**src/rtl/coproc_pkg.sv**
```systemverilog
package coproc_pkg;
  localparam int OPW = 6;
  localparam int FNW = OPW - 1;

  localparam logic [FNW-1:0] FN_MOV = 5'd0;
  localparam logic [FNW-1:0] FN_ADC = 5'd1;
  localparam logic [FNW-1:0] FN_AND = 5'd2;
  localparam logic [FNW-1:0] FN_OR  = 5'd3;
  localparam logic [FNW-1:0] FN_XOR = 5'd4;
  localparam logic [FNW-1:0] FN_CLC = 5'd5;
  localparam logic [FNW-1:0] FN_SEC = 5'd6;

  typedef struct packed {
    logic ill;
    logic n;
    logic z;
    logic c;
  } flags_t;
endpackage

```
**src/rtl/coproc_decode.sv**
```systemverilog
module coproc_decode
  import coproc_pkg::*;
(
  input  logic [OPW-1:0] opc,
  output logic           legal,
  output logic           wide,
  output logic [FNW-1:0] fn,
  output logic           wr_reg,
  output logic           upd_c,
  output logic           upd_zn,
  output logic           force_c,
  output logic           force_val
);
  always_comb begin
    wide      = opc[OPW-1];
    fn        = opc[FNW-1:0];
    legal     = 1'b1;
    wr_reg    = 1'b0;
    upd_c     = 1'b0;
    upd_zn    = 1'b0;
    force_c   = 1'b0;
    force_val = 1'b0;
    case (fn)
      FN_MOV: wr_reg = 1'b1;
      FN_ADC: begin wr_reg = 1'b1; upd_c = 1'b1; upd_zn = 1'b1; end
      FN_AND, FN_OR, FN_XOR: begin wr_reg = 1'b1; upd_zn = 1'b1; end
      FN_CLC: force_c = 1'b1;
      FN_SEC: begin force_c = 1'b1; force_val = 1'b1; end
      default: legal = 1'b0;
    endcase
  end
endmodule

```
**src/rtl/coproc_alu.sv**
```systemverilog
module coproc_alu
  import coproc_pkg::*;
#(
  parameter int BW = 8,
  localparam int WW = 2 * BW
) (
  input  logic [WW-1:0]  a,
  input  logic [WW-1:0]  b,
  input  logic           wide,
  input  logic [FNW-1:0] fn,
  input  logic           cin,
  output logic [WW-1:0]  res,
  output logic           cout,
  output logic           zero,
  output logic           neg
);
  logic [WW:0]   sum_w;
  logic [BW:0]   sum_b;
  logic [WW-1:0] raw;

  always_comb begin
    sum_w = {1'b0, a} + {1'b0, b} + {{WW{1'b0}}, cin};
    sum_b = {1'b0, a[BW-1:0]} + {1'b0, b[BW-1:0]} + {{BW{1'b0}}, cin};
    case (fn)
      FN_ADC:  raw = wide ? sum_w[WW-1:0] : {{BW{1'b0}}, sum_b[BW-1:0]};
      FN_AND:  raw = a & b;
      FN_OR:   raw = a | b;
      FN_XOR:  raw = a ^ b;
      default: raw = b;
    endcase
    res  = wide ? raw : {{BW{1'b0}}, raw[BW-1:0]};
    cout = wide ? sum_w[WW] : sum_b[BW];
    zero = (res == '0);
    neg  = wide ? res[WW-1] : res[BW-1];
  end
endmodule

```
**src/rtl/coproc_regfile.sv**
```systemverilog
module coproc_regfile #(
  parameter int BW   = 8,
  parameter int NREG = 32,
  localparam int IW  = $clog2(NREG),
  localparam int WW  = 2 * BW
) (
  input  logic          clk,
  input  logic          rst,
  input  logic          host_we,
  input  logic [IW-1:0] host_idx,
  input  logic [BW-1:0] host_d,
  input  logic          ex_we,
  input  logic          ex_wide,
  input  logic [IW-1:0] ex_idx,
  input  logic [WW-1:0] ex_d,
  input  logic          rd_wide,
  input  logic [IW-1:0] rd_a_idx,
  input  logic [IW-1:0] rd_b_idx,
  input  logic [IW-1:0] host_rd_idx,
  output logic [WW-1:0] rd_a,
  output logic [WW-1:0] rd_b,
  output logic [BW-1:0] host_q
);
  logic [BW-1:0] regs [NREG];
  logic [NREG-1:0] ex_hit;
  logic [BW-1:0]   ex_byte [NREG];

  for (genvar gi = 0; gi < NREG; gi++) begin : g_port
    localparam logic [IW-1:0] IDX = IW'(gi);
    assign ex_hit[gi]  = ex_we && (ex_wide ? (ex_idx[IW-1:1] == IDX[IW-1:1])
                                           : (ex_idx == IDX));
    assign ex_byte[gi] = (ex_wide && IDX[0]) ? ex_d[WW-1:BW] : ex_d[BW-1:0];
  end

  always_ff @(posedge clk) begin
    for (int i = 0; i < NREG; i++) begin
      if (rst)                                 regs[i] <= '0;
      else if (ex_hit[i])                      regs[i] <= ex_byte[i];
      else if (host_we && host_idx == IW'(i))  regs[i] <= host_d;
    end
  end

  function automatic logic [WW-1:0] view(input logic [IW-1:0] idx, input logic w);
    if (w) return {regs[{idx[IW-1:1], 1'b1}], regs[{idx[IW-1:1], 1'b0}]};
    return {{BW{1'b0}}, regs[idx]};
  endfunction

  assign rd_a   = view(rd_a_idx, rd_wide);
  assign rd_b   = view(rd_b_idx, rd_wide);
  assign host_q = regs[host_rd_idx];

  assert_byte_write_lands_R3: assert property (@(posedge clk) disable iff (rst)
    ex_we && !ex_wide |=> regs[$past(ex_idx)] == $past(ex_d[BW-1:0]));

  assert_host_write_lands_R11: assert property (@(posedge clk) disable iff (rst)
    host_we && !ex_hit[host_idx] |=> regs[$past(host_idx)] == $past(host_d));

  assert_instr_wins_clash_R11: assert property (@(posedge clk) disable iff (rst)
    host_we && ex_hit[host_idx] |=> regs[$past(host_idx)] != $past(host_d)
                                    || $past(host_d) == $past(ex_byte[host_idx]));
endmodule

```
**src/rtl/regpair_coproc.sv**
```systemverilog
module regpair_coproc
  import coproc_pkg::*;
#(
  parameter int BW   = 8,
  parameter int NREG = 32,
  localparam int IW  = $clog2(NREG),
  localparam int HAW = IW + 1,
  localparam int WW  = 2 * BW,
  localparam int INW = OPW + 2 * IW
) (
  input  logic           clk,
  input  logic           rst,
  input  logic           ins_valid,
  input  logic [INW-1:0] ins_word,
  input  logic           host_we,
  input  logic [HAW-1:0] host_addr,
  input  logic [BW-1:0]  host_wdata,
  output logic [BW-1:0]  host_rdata,
  output logic           busy
);
  localparam logic [HAW-1:0] STAT_ADDR = HAW'(NREG);

  logic [OPW-1:0] opc;
  logic [IW-1:0]  fld_a, fld_b;
  logic           legal, wide, wr_reg, upd_c, upd_zn, force_c, force_val;
  logic [FNW-1:0] fn;
  logic [WW-1:0]  op_a, op_b, res;
  logic           cout, zero, neg;
  logic [BW-1:0]  host_q;
  flags_t         flags_q;

  assign opc   = ins_word[INW-1 -: OPW];
  assign fld_a = ins_word[2*IW-1 -: IW];
  assign fld_b = ins_word[IW-1:0];
  assign busy  = 1'b0;

  coproc_decode u_dec (
    .opc(opc), .legal(legal), .wide(wide), .fn(fn), .wr_reg(wr_reg),
    .upd_c(upd_c), .upd_zn(upd_zn), .force_c(force_c), .force_val(force_val)
  );

  coproc_regfile #(.BW(BW), .NREG(NREG)) u_rf (
    .clk(clk), .rst(rst),
    .host_we(host_we && host_addr < STAT_ADDR), .host_idx(host_addr[IW-1:0]),
    .host_d(host_wdata),
    .ex_we(ins_valid && wr_reg), .ex_wide(wide), .ex_idx(fld_a), .ex_d(res),
    .rd_wide(wide), .rd_a_idx(fld_a), .rd_b_idx(fld_b),
    .host_rd_idx(host_addr[IW-1:0]),
    .rd_a(op_a), .rd_b(op_b), .host_q(host_q)
  );

  coproc_alu #(.BW(BW)) u_alu (
    .a(op_a), .b(op_b), .wide(wide), .fn(fn), .cin(flags_q.c),
    .res(res), .cout(cout), .zero(zero), .neg(neg)
  );

  always_ff @(posedge clk) begin
    if (rst) begin
      flags_q <= '0;
    end else if (ins_valid) begin
      if (!legal)  flags_q.ill <= 1'b1;
      if (upd_c)   flags_q.c   <= cout;
      if (force_c) flags_q.c   <= force_val;
      if (upd_zn) begin
        flags_q.z <= zero;
        flags_q.n <= neg;
      end
    end
  end

  always_ff @(posedge clk) begin
    if (rst)                         host_rdata <= '0;
    else if (host_addr < STAT_ADDR)  host_rdata <= host_q;
    else if (host_addr == STAT_ADDR) host_rdata <= BW'(flags_q);
    else                             host_rdata <= '0;
  end

  assert_ill_sticky_R10: assert property (@(posedge clk) disable iff (rst)
    flags_q.ill |=> flags_q.ill);

  assert_illegal_keeps_flags_R10: assert property (@(posedge clk) disable iff (rst)
    ins_valid && !legal |=> $stable({flags_q.c, flags_q.z, flags_q.n}));

  assert_copy_keeps_flags_R7: assert property (@(posedge clk) disable iff (rst)
    ins_valid && fn == FN_MOV |=> $stable({flags_q.c, flags_q.z, flags_q.n}));

  assert_logic_keeps_carry_R8: assert property (@(posedge clk) disable iff (rst)
    ins_valid && (fn == FN_AND || fn == FN_OR || fn == FN_XOR) |=> $stable(flags_q.c));

  assert_carry_ops_keep_zn_R9: assert property (@(posedge clk) disable iff (rst)
    ins_valid && force_c |=> $stable({flags_q.z, flags_q.n}) && flags_q.c == $past(force_val));
endmodule

```
**config.mk**
```make
export PLATFORM = sky130hd
export DESIGN_NAME = regpair_coproc
export DESIGN_NICKNAME = d
export VERILOG_FILES = /design/src/rtl/coproc_pkg.sv /design/src/rtl/coproc_decode.sv /design/src/rtl/coproc_alu.sv /design/src/rtl/coproc_regfile.sv /design/src/rtl/regpair_coproc.sv
export SDC_FILE = /design/constraint.sdc
export NUM_CORES = 1
export LEC_CHECK = 0
export ABC_CLOCK_PERIOD_IN_PS = 8300
export BUFFER_PORTS_ARGS = -buffer_cell sky130_fd_sc_hd__clkbuf_2
export CAP_MARGIN = 20
export CORE_UTILIZATION = 40
export CTS_CLUSTER_SIZE = 14
export DETAILED_ROUTE_END_ITERATION = 8
export PLACE_DENSITY = 0.62
export SLEW_MARGIN = 5
export SYNTH_ARGS = -nofsm -noshare
export SYNTH_HDL_FRONTEND = slang
export SYNTH_SLANG_ARGS = --single-unit
```
**constraint.sdc**
```tcl
create_clock -name clk -period 8.3 [get_ports clk]
set_input_delay 1.66 -clock clk [delete_from_list [all_inputs] [get_ports clk]]
set_output_delay 1.66 -clock clk [all_outputs]
set_load 0.005 [all_outputs]
```
==> results.py <==
metrics = {
    "run_status": {
        "status": "finished clean",
    },
    "critical_path": {
        "worst-path-buf-inv": 2,
        "start_kind": "input port",
        "cp.required_ns": 8.60,
        "end_kind": "flop",
        "cp.arrival_ns": 7.21,
        "critPathTopFamily": "compound AO/OA/AOI/OAI gates",
        "cp_slowest_stage_delay_ns": 0.73,
        "crit_type": "input port to flop",
        "cp_max_fo": 73,
        "cp_cell_sequence": "buf_6, buf_12, mux4_2, mux4_2, nand2_1, o21a_1, ha_1, and2_1, a221oi_1, a211oi_1, nor2_1, o21ai_0, xor2_1, a21oi_1, o2bb2a_1, o21ai_0",
        "slowest_stage": "o2bb2a_1",
    },
    "power_and_ir_drop": {
        "powerDensity_nw_per_um2": 159.4,
        "vdd_drop_max_mv": 0.1417,
        "power.total_mw": 3.998,
        "leakagePower_nw": 8.767,
    },
    "synthesis": {
        "yosysSeqAreaShare": 0.3382,
        "synth_cell_type_count": 88,
        "synth_ff_type": "edfxtp_1",
        "synth-edff-count": 256,
        "synthesis.instances": 2023,
        "synthesis.nets": 2091,
        "synth_area_sq_um": 23440,
        "synth_seq_cells": 268,
        "yosys_warnings": 0,
        "syn_avg_cell_area_sq_um": 11.59,
        "async_flop_share": 0,
    },
    "floorplan": {
        "die_x_microns": 244.1,
        "row_count": 88,
        "coreArea_sq_um": 57810,
        "pin_count": 43,
        "initial_core_util": 0.4055,
        "dieArea_sq_um": 59570,
        "die_h_microns": 244.1,
    },
    "global_route": {
        "gr-usage-met1": 0.4194,
        "grt_max_degree": 74,
        "antenna_found_initial": 7,
        "grt_busiest_layer": "met2",
        "grt_overflow": 0,
        "grt_use_total": 0.3218,
        "grt_pass1_vias": 18800,
        "use_met3": 0.09976,
        "met2_usage": 0.4814,
        "grt_pass1_wl_microns": 137500,
    },
    "final_layout": {
        "regArea_sq_um": 7928,
        "nets": 1989,
        "drive_above_1_share": 0.2568,
        "nFillCells": 5326,
        "multi_input_area_sq_um": 14390,
        "area_growth_pct": 7.019,
        "finalInstanceArea_sq_um": 25090,
    },
    "clock_tree": {
        "post_cts_buffers": 0,
        "htreeDepth": 1,
        "clk_pin_slew_ns": 0.06,
        "cts_resized": 0,
        "cts_tree": "done",
        "cts-root-buf": "clkbuf_16",
        "insertion_delay_ns": 0.61,
        "cts_hold_repair.buffers": 0,
        "cts_inserted_buffers": 31,
        "cts_buffer_depth": 3,
        "numClockSinks": 268,
    },
    "route": {
        "drt.antenna.violating_nets": 0,
        "wirelength_microns": 97220,
        "drc": 0,
        "vias_per_cell": 7.412,
        "wire_per_inst_microns": 35.85,
        "drt_first_pass_iters": 6,
        "drt_iter0_drc": 3446,
        "vias": 20100,
    },
    "placement": {
        "placed_area_sq_um": 24060,
        "dp_slack_ns": 1.006,
        "hpwlAfterDp_microns": 71320,
        "port_buffers": 41,
        "place_congestion": 1.022,
    },
    "flow_run": {
        "drv_cap": 0,
    },
    "sta": {
        "rsz0062_at_grt": "no",
        "worst_pin_slew_ns": 1.126,
        "fin_ws_ns": 1.392,
        "setup_viol": 0,
        "slew_headroom": 0.2495,
        "report.final.slew_viol_count": 0,
        "fin_worst_skew_ns": 0.02538,
        "period_minus_slack_ns": 6.908,
        "whs_ns": 0.4756,
        "period_share": 0.8323,
        "finalHoldViolations": 0,
        "setup-tns-final_ns": 0,
        "fmax_mhz": 144.8,
    },
    "hold_path": {
        "hold_class": "flop to flop",
    },
}
registers in the layout, indices dropped and copies added (netlist names):
register,cells
host_rdata,8
flags_q,4
u_rf.regs,256
path summary, 6_finish.rpt:
check,end,from,cells past startpoint,slack [ns]
setup reg to reg,u_rf.regs[17][0],u_rf.regs[12][0],16,2.68
hold / removal,host_rdata[3],flags_q[3],2,0.48
setup / recovery,u_rf.regs[21][3],ins_word[6],16,1.39
hold reg to reg,host_rdata[3],flags_q[3],2,0.48
through the flow:
stage | utilization | std cells
finish | 0.4340 | 2712
global route | 0.4338 | 2708
CTS | 0.4333 | 2705
detailed placement | 0.4161 | 2650
global placement | 0.4156 | 2647
floorplan | - | 2023
cells in the mapped netlist, types with 12 or more instances:
library cell / n / share of area
nor2_1: 99 / 0.016
nand3_1: 30 / 0.0064
mux2_2: 21 / 0.010
nor3_1: 25 / 0.0053
edfxtp_1: 256 / 0.33
nand2b_1: 20 / 0.0053
a22o_1: 126 / 0.047
buf_1: 50 / 0.0080
o21ai_1: 41 / 0.0088
nand2_1: 237 / 0.038
or3_1: 13 / 0.0035
clkbuf_1: 150 / 0.024
o21ai_0: 154 / 0.033
a21oi_1: 72 / 0.015
mux2i_1: 70 / 0.030
dfxtp_1: 12 / 0.010
or2_2: 21 / 0.0056
inv_1: 40 / 0.0064
mux4_2: 309 / 0.30
ha_1: 32 / 0.017
and3_1: 40 / 0.011
o21a_1: 12 / 0.0038
logic make-up (layout without fill, tap and decap cells):
| family | count (synthesis) | in the layout | share of synthesized area |
|---|---|---|---|
| AOI/OAI and AO/OA | 503 | 503 | 0.1433 |
| xor gates and xnor gates | 5 | 5 | 0.001869 |
| adders and majority gates | 34 | 34 | 0.01879 |
| buffers and inverters | 269 | 189 | 0.04879 |
| DFF | 268 | 268 | 0.3382 |
| muxes | 408 | 408 | 0.3422 |
| other | 1 | 5 | 0.0001600 |
| and+or+nand+nor | 535 | 535 | 0.1068 |
worst register-to-register path: stages (launching register included):
cell and delay [ns]:
edfxtp_1 0.51, mux4_2 0.50, mux4_2 0.47, mux2i_1 0.61, inv_1 0.18, fa_1 0.47, inv_1 0.11, fa_1 0.19
nor2b_1 0.08, o31ai_1 0.33, a21oi_1 0.17, xor2_1 0.16, a21oi_1 0.10, a21oi_1 0.72, a21oi_1 0.38, buf_4 0.29
o21ai_0 0.20
layer usage:
layer  wire (microns)  vias up
met5               13        -
met2            42290     1801
li1                 -     7891
met4             6128        2
met3            14550      332
met1            34230    10080
layout make-up:
type,count,area share
Inverter,43,0.006434
Antenna cell,4,0.0003990
Tap cell,765,0.03816
Clock buffer,39,0.03212
Timing Repair Buffer,91,0.02564
Clock inverter,16,0.007432
Sequential cell,268,0.3160
Multi-Input combinational cell,1486,0.5738
where the power goes:
part | internal (mW) | switching [mW] | total, mW
Clock | 0.807 | 0.592 | 1.40
Sequential | 1.53 | 0.0796 | 1.61
Combinational | 0.378 | 0.607 | 0.986
layout by cell type, fill, tap and decap left out, types with 9 or more instances in the layout:
master,n
or2_2,21
mux2i_1,70
edfxtp_1,256
nand2_1,237
nor3_1,25
and3_1,40
a22oi_1,11
inv_1,40
o21ai_0,154
nand2b_1,20
nand3_1,30
or3_1,13
dfxtp_1,12
o21ai_1,41
mux2_2,21
o22ai_1,9
buf_4,49
a22o_1,126
nor2_1,99
ha_1,32
mux4_2,309
clkbuf_2,34
a21oi_1,72
clkbuf_16,31
o21a_1,12
(Power assumes the default switching activity.)
